<file path="src/rtl/tum_pkg.sv">
package tum_pkg;
  typedef enum logic [1:0] {
    KIND_MEM = 2'd0,
    KIND_REG = 2'd1,
    KIND_BAD = 2'd2
  } tum_kind_e;

  localparam logic [7:0] OPC_MEM_SHORT = 8'h91;
  localparam logic [7:0] OPC_MEM_LONG  = 8'hEB;
  localparam logic [7:0] OPC_MEM_LONGX = 8'h51;
  localparam logic [7:0] OPC_REG_GROUP = 8'hA7;
endpackage

</file>
<file path="src/rtl/tum_decode.sv">
module tum_decode
  import tum_pkg::*;
(
  input  logic [7:0] op_major,
  input  logic [7:0] op_minor,
  output tum_kind_e  kind,
  output logic [1:0] hw_idx
);
  always_comb begin
    kind   = KIND_BAD;
    hw_idx = 2'd0;
    unique case (op_major)
      OPC_MEM_SHORT: kind = KIND_MEM;
      OPC_MEM_LONG: begin
        if (op_minor == OPC_MEM_LONGX) kind = KIND_MEM;
      end
      OPC_REG_GROUP: begin
        kind = KIND_REG;
        case (op_minor[3:0])
          4'h2:    hw_idx = 2'd3;
          4'h3:    hw_idx = 2'd2;
          4'h0:    hw_idx = 2'd1;
          4'h1:    hw_idx = 2'd0;
          default: kind   = KIND_BAD;
        endcase
      end
      default: kind = KIND_BAD;
    endcase
  end
endmodule

</file>
<file path="src/rtl/tum_operand.sv">
module tum_operand
  import tum_pkg::*;
#(
  parameter int DATA_W = 64,
  parameter int HALF_W = 16,
  parameter int BYTE_W = 8
) (
  input  tum_kind_e         kind,
  input  logic [1:0]        hw_idx,
  input  logic [DATA_W-1:0] reg_val,
  input  logic [BYTE_W-1:0] mem_byte,
  input  logic [HALF_W-1:0] imm,
  output logic [DATA_W-1:0] opnd,
  output logic [DATA_W-1:0] mask
);
  localparam int SHW = $clog2(DATA_W);

  logic [DATA_W-1:0] imm_wide;
  logic [SHW-1:0]    sh_amt;

  assign imm_wide = DATA_W'(imm);
  assign sh_amt   = SHW'(hw_idx) * SHW'(HALF_W);

  always_comb begin
    opnd = '0;
    mask = '0;
    case (kind)
      KIND_MEM: begin
        opnd = DATA_W'(mem_byte);
        mask = DATA_W'(imm[BYTE_W-1:0]);
      end
      KIND_REG: begin
        opnd = reg_val;
        mask = imm_wide << sh_amt;
      end
      default: begin
        opnd = '0;
        mask = '0;
      end
    endcase
  end
endmodule

</file>
<file path="src/rtl/tum_cc_calc.sv">
module tum_cc_calc #(
  parameter int DATA_W = 64
) (
  input  logic [DATA_W-1:0] opnd,
  input  logic [DATA_W-1:0] mask,
  output logic [1:0]        cc
);
  logic [DATA_W-1:0] sel;
  logic              lead_bit;

  assign sel = opnd & mask;

  // Operand bit under the highest set mask bit; the scan runs upward so
  // the last hit wins.
  always_comb begin
    lead_bit = 1'b0;
    for (int i = 0; i < DATA_W; i++) begin
      if (mask[i]) lead_bit = opnd[i];
    end
  end

  always_comb begin
    if (sel == '0)       cc = 2'd0;
    else if (sel == mask) cc = 2'd3;
    else if (lead_bit)   cc = 2'd2;
    else                 cc = 2'd1;
  end
endmodule

</file>
<file path="src/rtl/tum_cc_unit.sv">
module tum_cc_unit
  import tum_pkg::*;
#(
  parameter int DATA_W = 64,
  parameter int HALF_W = 16,
  parameter int BYTE_W = 8
) (
  input  logic              clk,
  input  logic              rst,
  input  logic              req_valid,
  output logic              req_ready,
  input  logic [7:0]        op_major,
  input  logic [7:0]        op_minor,
  input  logic [DATA_W-1:0] reg_val,
  input  logic [BYTE_W-1:0] mem_byte,
  input  logic [HALF_W-1:0] imm,
  output logic              res_valid,
  output logic [1:0]        res_cc,
  output logic              res_illegal
);
  tum_kind_e         kind;
  logic [1:0]        hw_idx;
  logic [DATA_W-1:0] opnd;
  logic [DATA_W-1:0] mask;
  logic [1:0]        cc_next;

  assign req_ready = 1'b1;

  tum_decode u_dec (
    .op_major (op_major),
    .op_minor (op_minor),
    .kind     (kind),
    .hw_idx   (hw_idx)
  );

  tum_operand #(.DATA_W(DATA_W), .HALF_W(HALF_W), .BYTE_W(BYTE_W)) u_opnd (
    .kind     (kind),
    .hw_idx   (hw_idx),
    .reg_val  (reg_val),
    .mem_byte (mem_byte),
    .imm      (imm),
    .opnd     (opnd),
    .mask     (mask)
  );

  tum_cc_calc #(.DATA_W(DATA_W)) u_cc (
    .opnd (opnd),
    .mask (mask),
    .cc   (cc_next)
  );

  always_ff @(posedge clk) begin
    if (rst) begin
      res_valid   <= 1'b0;
      res_cc      <= 2'd0;
      res_illegal <= 1'b0;
    end else begin
      res_valid <= req_valid;
      if (req_valid) begin
        res_illegal <= (kind == KIND_BAD);
        if (kind != KIND_BAD) res_cc <= cc_next;
      end
    end
  end

  // result valid follows a request by one edge, and only then
  a_r2_valid_follows: assert property (@(posedge clk) disable iff (rst)
    req_valid |=> res_valid);
  a_r2_no_spurious: assert property (@(posedge clk) disable iff (rst)
    !req_valid |=> !res_valid);

  // zero AND result on a legal request gives code 0
  a_r3_zero_sel: assert property (@(posedge clk) disable iff (rst)
    (req_valid && kind != KIND_BAD && (opnd & mask) == '0) |=> res_cc == 2'd0);

  // every selected bit set gives code 3
  a_r4_all_set: assert property (@(posedge clk) disable iff (rst)
    (req_valid && kind != KIND_BAD && mask != '0 && (opnd & mask) == mask)
      |=> res_cc == 2'd3);

  // unsupported encoding raises the flag and holds the code
  a_r9_flag: assert property (@(posedge clk) disable iff (rst)
    (req_valid && kind == KIND_BAD) |=> (res_illegal && res_valid));
  a_r9_cc_held: assert property (@(posedge clk) disable iff (rst)
    (res_valid && res_illegal && !$past(rst)) |-> $stable(res_cc));
endmodule

</file>
<file path="config.mk">
export PLATFORM = sky130hd
export DESIGN_NAME = tum_cc_unit
export DESIGN_NICKNAME = d
export VERILOG_FILES = /design/src/rtl/tum_pkg.sv /design/src/rtl/tum_decode.sv /design/src/rtl/tum_operand.sv /design/src/rtl/tum_cc_calc.sv /design/src/rtl/tum_cc_unit.sv
export SDC_FILE = /design/constraint.sdc
export NUM_CORES = 1
export LEC_CHECK = 0
export BUFFER_PORTS_ARGS = -buffer_cell sky130_fd_sc_hd__buf_2
export CORE_MARGIN = 2
export CORE_UTILIZATION = 48
export CTS_CLUSTER_SIZE = 14
export DETAILED_ROUTE_END_ITERATION = 16
export PLACE_DENSITY = 0.83
export SLEW_MARGIN = 40
export SYNTH_ARGS = -nofsm -noshare
export SYNTH_HDL_FRONTEND = slang
export SYNTH_SLANG_ARGS = --single-unit
export TNS_END_PERCENT = 20
</file>
<file path="constraint.sdc">
create_clock -name clk -period 2.92 [get_ports clk]
set_input_delay 0.292 -clock clk [delete_from_list [all_inputs] [get_ports clk]]
set_output_delay 0.292 -clock clk [all_outputs]
set_load 0.05 [all_outputs]
</file>
==> summary.md, run 1 <==
| Metric | Value |
|---|---|
| DRC viols | 0 |
| Max Clock Skew | 0 ns |
| Startpoint Class | input port |
| Sequential area share after synthesis | 0.0356 |
| Leak pwr | around 1.2 nW |
| Tmin final | 2.47 ns |
| Critical path fanouts, max | 11 |
| Via-to-Cell Ratio | 7.12 |
| WL/cell | 21.1 um |
| Max-cap viol count | 0 |
| Final Worst Setup Slack | 0.447 ns |
| Pre-CTS setup slack | between 0.2 and 0.3 ns |
| Critical path class | input port to flip-flop |
| CTS tree | built |
| Die area | 5250 um2 |
| Initial core utilization | 0.506 |
| GRT Residual Overflow | 0 |
| Synth area leader | nand2_1 |
| Ports | 112 |
| CTS Root Cell | clkbuf_8 |
| Htree depth | 1 |
| Top cell type's share of synthesized area | 0.0750 |
| Switching part of the total | 0.457 |
| Final wirelength | around 10000 um |
| Post-route setup TNS | 0 ns |
| VDD IR-drop max | 0.000131 V |
| Crit path DAT | 2.61 ns |
| Detailed placer's ending HPWL | between 8000 and 9000 um |
| Synth Area per Inst | 6.64 um2 |
| Top post-synthesis cells by area | nand2_1, a21oi_1, o22ai_1, a22oi_1, nor2_1 |
| Status | complete, no violations |
| Die Width | 72.5 um |
| DR pass1 iterations | 9 |
| CTS buffer count | 3 |
| Share of cells above drive strength 1 | 0.332 |
| Hold buffer count at CTS | 0 |
| Ys Warns | 0 |
| Num rows | 24 |
| Die Span Y | 72.5 um |
| Initial DRC Count | 487 |
| Number of diodes | 0 |
| Clock share of power | 0.227 |
| Max Clock Freq | slightly above 400 MHz |
| Final ANT Viol Nets | 0 |
| Hold Crit Start | rst |
| Routability cong. | 1.07 |
| First-pass GRT wire length | 15900 um |
| WP data required | 3.06 ns |
| P per Cell Area | 179 nW/um2 |
| Clk_lat worst skew | 0.21 ns |
| P_int | 0.000273 W |
| Setup Fix Bufs, Post-CTS | 0 |
| Synth cell types | 82 |
| Period utilization | 0.847 |
| Pin count of the biggest net entering global routing | 16 |
| Fraction of registers with async set or reset after synthesis | 0 |
| Clock sinks | 4 |
| Final layout net count | 546 |
| Clk slew on worst S/H paths | 0.03 ns |
| Ys flop type | dfxtp_1 |
| Part of the power in registers | 0.114 |
| Routed via count | 3484 |
| Yosys reg bits | 4 |
| Net Switching | 0.000230 W |
| Mapped Cells | about 340 |
| GR Util All Layers | 0.382 |
| Netlist Area Pre-Place | 2250 um2 |
| Area delta synth->final | 25.0% |
| Clock buffer depth | 2 |
| Combinational power share | 0.659 |
| Worst-margin pin slew | 0.507 ns |
| CTS resizes | 0 |
| IO Port Bufs | 110 |
| RSZ-0062 raised after global routing | false |
| Initial antenna violation count | 0 |
| Final number of setup-violating endpoints | 0 |
| Element type at the critical path end | flip-flop |
| Final hold vios | 0 |
| Syn nets | 446 |
| Crit. Startpoint | imm[8] |
| Number of synthesized flops with an enable pin | 0 |
| Relative slew slack | 0.662 |
| Number of global-route vias before repair | 3158 |
| R2R Path Start | res_cc[1]$_SDFFE_PP0P_ |
| Final Slew Violations | 0 |
| HP Class | input port to flip-flop |
| Core Region | 4440 um2 |
placed cells by master (no fill, tap or decap), drive strengths merged, types with 3 or more instances in the layout:
master     n
a2111oi    4
a211oi     3
a21o       3
a21oi     26
a222oi     5
a22oi     13
a31oi      5
and3       3
buf      116
clkbuf     3
dfxtp      4
inv       20
nand2     45
nand2b     4
nand3      8
nand3b     3
nand4      7
nor2      24
nor2b     11
nor3      13
nor3b      5
nor4       6
o21ai     15
o221ai     4
o22ai     18
o311a      4
o311ai     4
o31a       3
o31ai      9
o41ai      4
or2        4
power by group through the flow:
stage          Combinational [W]  Sequential [W]  Clock [W]
5_1_grt                 0.000352       0.0000577   0.000123
3_3_place_gp            0.000317       0.0000581          0
4_1_cts                 0.000319       0.0000575   0.000116
3_5_place_dp            0.000318       0.0000582          0
2_1_floorplan           0.000171       0.0000643          0
6_report                0.000331       0.0000574   0.000114
synth_stat cells (4+ instances only):
master,number
a22oi_1,13
clkbuf_1,13
nor4_1,6
o31ai_1,9
o22ai_1,18
nor2_1,23
o21ai_0,11
inv_1,19
nand4_1,7
o221ai_1,4
nor3b_1,5
nand3_1,7
nand2_1,45
dfxtp_1,4
nor2b_1,11
a31oi_1,5
a21oi_1,24
a222oi_1,5
nor3_1,11
final timing paths:
path	cells past startpoint	slack, ns	endpoint
setup / recovery	9	0.45	res_cc[0]$_SDFFE_PP0P_
hold / removal	2	0.30	res_valid$_SDFF_PP0_
setup reg to reg	2	2.06	res_cc[1]$_SDFFE_PP0P_
hold reg to reg	2	0.51	res_illegal$_SDFFE_PP0P_
state kept, by name, summed over array words and instances (netlist names):
register	flops
res_illegal	1
res_valid	1
res_cc	2
metrics by stage:
step / power (W) / cell area [um2] / util / std cells / hold WS, ns
after floorplan: 0.000235 / 2250 / - / 339 / 0.364
after global placement: 0.000375 / 2770 / 0.624 / 486 / 0.483
after detailed placement: 0.000376 / 2770 / 0.624 / 486 / 0.489
after CTS: 0.000492 / 2810 / 0.633 / 489 / 0.291
after global routing: 0.000533 / 2810 / 0.633 / 489 / 0.298
final: 0.000503 / 2810 / 0.633 / 489 / 0.297
per-layer routing:
metal,track usage,part of all wire,routed length (um),vias to the layer above
met3,0.0764,0.13,1320,56
met1,0.492,0.38,3910,1571
li1,-,-,-,1559
met5,0,0,0,-
met4,0.136,0.038,394,0
met2,0.633,0.45,4680,298
area by class of cell:
type	instances	area, um2
multi-input cells	294	1960
fillers	414	1630
repair buffers	116	596
flip-flops and latches	4	80.1
well taps	52	65.1
inverters	20	75.1
clock buffers	3	41.3
kinds of logic (layout without fill, tap and decap cells):
logic type             Yosys count  in the layout  share of synthesized area
AOI/OAI and AO/OA              142            142                      0.475
buffers and inverters           41            139                     0.0951
DFF                              4              4                     0.0356
muxes                            3              3                     0.0139
other                            1              1                    0.00167
and+or+nand+nor                148            148                      0.379
critical path: stages:
cell,delay [ns]
buf_2,0.18
inv_1,0.19
o22ai_1,0.12
or3b_1,0.43
a2111oi_0,0.35
nand2_1,0.10
a221o_1,0.31
or4_1,0.48
a31oi_1,0.16
(Power assumes the default switching activity.)
==> inputs of run 2 (changes only) <==
- clock period: 2.92 -> 2.3 ns (I/O delays scaled with it)
==> summary.md, run 2 (same netlist as run 1, synthesis figures left out) <==
| Metric | Value |
|---|---|
| Post-route setup TNS | 0 ns (unchanged) |
| Die area | 5250 um2 (unchanged) |
| Ports | 112 (unchanged) |
| Finished Core Util | 0.737 (+0.104) |
| Worst-margin pin slew | 0.690 ns (+0.183 ns) |
| RSZ-0062 raised after global routing | true |
| Max-cap viol count | 0 (unchanged) |
| Setup slack, reg-to-reg | 1.45 ns (-0.61 ns) |
| CTS buffer count | 3 (unchanged) |
| Tmin final | 2.28 ns |
| Number of diodes | 0 (unchanged) |
| Leak pwr | 1.50 nW (+20%) |
| Setup Fix Bufs, Post-CTS | 0 (unchanged) |
| Top Registers | res_cc x2, res_illegal x1, res_valid x1 |
| DR pass1 iterations | 7 (-2) |
| Final Slew Violations | 0 (unchanged) |
| Critical path class | input port to flip-flop |
| Hold Crit Start | rst |
| Startpoint Class | input port |
| Element type at the critical path end | flip-flop |
| Critical Path, Cell by Cell | buf_2, inv_1, o22ai_1, or3b_1, a2111oi_1, nand2_1, a221o_1, or4_1, a31oi_1 |
| Crit path DAT | 2.42 ns (-0.19 ns) |
| IO Port Bufs | 110 (unchanged) |
| Family with the most delay on the worst path | simple AND/OR/NAND/NOR gates |
| Relative slew slack | 0.528 (-0.134) |
| Hold buffer count at CTS | 0 (unchanged) |
| Worst path slowest cell | or4_1 |
| Worst hold endpoint | res_valid$_SDFF_PP0_ |
| VDD IR-drop max | 0.000280 V (+110%) |
| Non-Filler Instances | 535 (+9.4%) |
| Final hold vios | 0 (unchanged) |
| Most frequent cells in the layout | buf_2, buf_4, nand2_1 |
| Worst R2R Path Depth | 2 (unchanged) |
| P per Cell Area | 216 nW/um2 (+21%) |
| FF-to-FF End | res_cc[1]$_SDFFE_PP0P_ |
| WL/cell | 21.1 um (+0.11%) |
| Max Clock Skew | 0 ns (unchanged) |
| WP data required | 2.44 ns (-0.62 ns) |
| Initial antenna violation count | 0 (unchanged) |
| Detailed placer's ending HPWL | 9060 um (+11%) |
| HP Class | input port to flip-flop |
| Die Width | 72.5 um (unchanged) |
| Area delta synth->final | 45.5% |
| Final wirelength | 11300 um (+9.5%) |
| Hold Path Stages | 2 (unchanged) |
| Die Span Y | 72.5 um (unchanged) |
| Status | complete, no violations |
| DRC viols | 0 (unchanged) |
| CP max stage delay | 0.47 ns (about the same) |
| Largest Register | res_cc |
| Final number of setup-violating endpoints | 0 (unchanged) |
| Final ANT Viol Nets | 0 (unchanged) |
| Pin count of the biggest net entering global routing | 16 (unchanged) |
| Clock sinks | 4 (unchanged) |
| Placed insts | 532 (+9.5%) |
| Clk slew on worst S/H paths | 0.03 ns (about the same) |
| Initial DRC Count | 425 (-13%) |
| Initial core utilization | 0.506 (unchanged) |
| CTS Root Cell | clkbuf_8 |
| CTS tree | built |
| Core Region | 4440 um2 (unchanged) |
| Clk_lat worst skew | 0.22 ns (about the same) |
| Routed via count | 3775 (+8.4%) |
| First-pass GRT wire length | 17300 um (+9.0%) |
| Critical path fanouts, max | 2 (-9) |
| GR Util All Layers | 0.421 (+0.0392) |
| CP bufs+invs | 2 (unchanged) |
| Commonest non-fill, non-tap cell in the layout | buf_2 |
| Routability cong. | 1.07 (-0.25%) |
| Share of cells above drive strength 1 | 0.427 (+0.0947) |
| R2R Path Start | res_cc[1]$_SDFFE_PP0P_ |
| Max FFs per register | 2 (unchanged) |
| Number of global-route vias before repair | 3565 (+13%) |
| Final layout net count | 592 (+8.4%) |
| Num rows | 24 (unchanged) |
| GRT Residual Overflow | 0 (unchanged) |
| Htree depth | 1 (unchanged) |
| Clock buffer depth | 2 (unchanged) |
| Period utilization | 0.990 |
| Via-to-Cell Ratio | 7.06 (-0.96%) |
| Max Clock Freq | 439 MHz |
## run 2: cell types whose count changed in the layout (fill, tap and decap cells not counted), moves of 2 or more
cell | before | now
buf_4 | 6 | 53
nor2_2 | 1 | 3
nor2_1 | 23 | 20
o31ai_1 | 9 | 7
## run 2: how the worst max path moves through the flow
stage | start | endpoint | slack (ns) | cells after the start
2_1_floorplan | op_minor[3] | res_cc[1]$_SDFFE_PP0P_ | 0.06 | 9
3_3_place_gp | op_minor[3] | res_cc[1]$_SDFFE_PP0P_ | -0.15 | 10
3_5_place_dp | op_major[2] | res_cc[1]$_SDFFE_PP0P_ | -0.22 | 11
4_1_cts | op_major[2] | res_cc[0]$_SDFFE_PP0P_ | -0.001 | 10
5_1_grt | op_major[6] | res_cc[0]$_SDFFE_PP0P_ | -0.06 | 11
6_report | imm[13] | res_cc[0]$_SDFFE_PP0P_ | 0.02 | 9
## run 2: area by class of cell
cell class | count | area [um2]
clock buffer | 3 | 41.3
fill | 369 | 1170
inverter | 20 | 75.1
multi-input combinational | 294 | 2070
sequential | 4 | 80.1
tap | 52 | 65.1
timing repair buffer | 162 | 943
## run 2: power by group
| part | switching [W] | leakage (nW) | internal [W] |
|---|---|---|---|
| clock network | 0.0000356 | 0.0216 | 0.000111 |
| logic | 0.000281 | 1.44 | 0.000205 |
| registers | 0.000000683 | 0.0328 | 0.0000721 |
| total | 0.000318 | 1.50 | 0.000389 |
## run 2: repair_timing
item	CTS	global route
pin swaps	0	11
endpoints found under the hold margin	0	0
resized for setup	1	24
endpoints found under the setup margin	1	2
## run 2: metrics by stage
stage	hold slack (ns)	setup WS [ns]	power, W	cell area, um2
after CTS	0.222	-0.00115	0.000675	3160
after global routing	0.240	-0.0641	0.000739	3280
after global placement	0.450	-0.146	0.000517	3120
after detailed placement	0.449	-0.218	0.000525	3120
final	0.229	0.0223	0.000706	3280
after floorplan	0.302	0.0644	0.000298	2250
## run 2: routing by layer
metal | track usage | vias to the layer above | share of wire
li1 | - | 1649 | -
met1 | 0.502 | 1691 | 0.36
met2 | 0.727 | 358 | 0.46
met3 | 0.0750 | 77 | 0.12
met4 | 0.204 | 0 | 0.057
met5 | 0 | - | 0
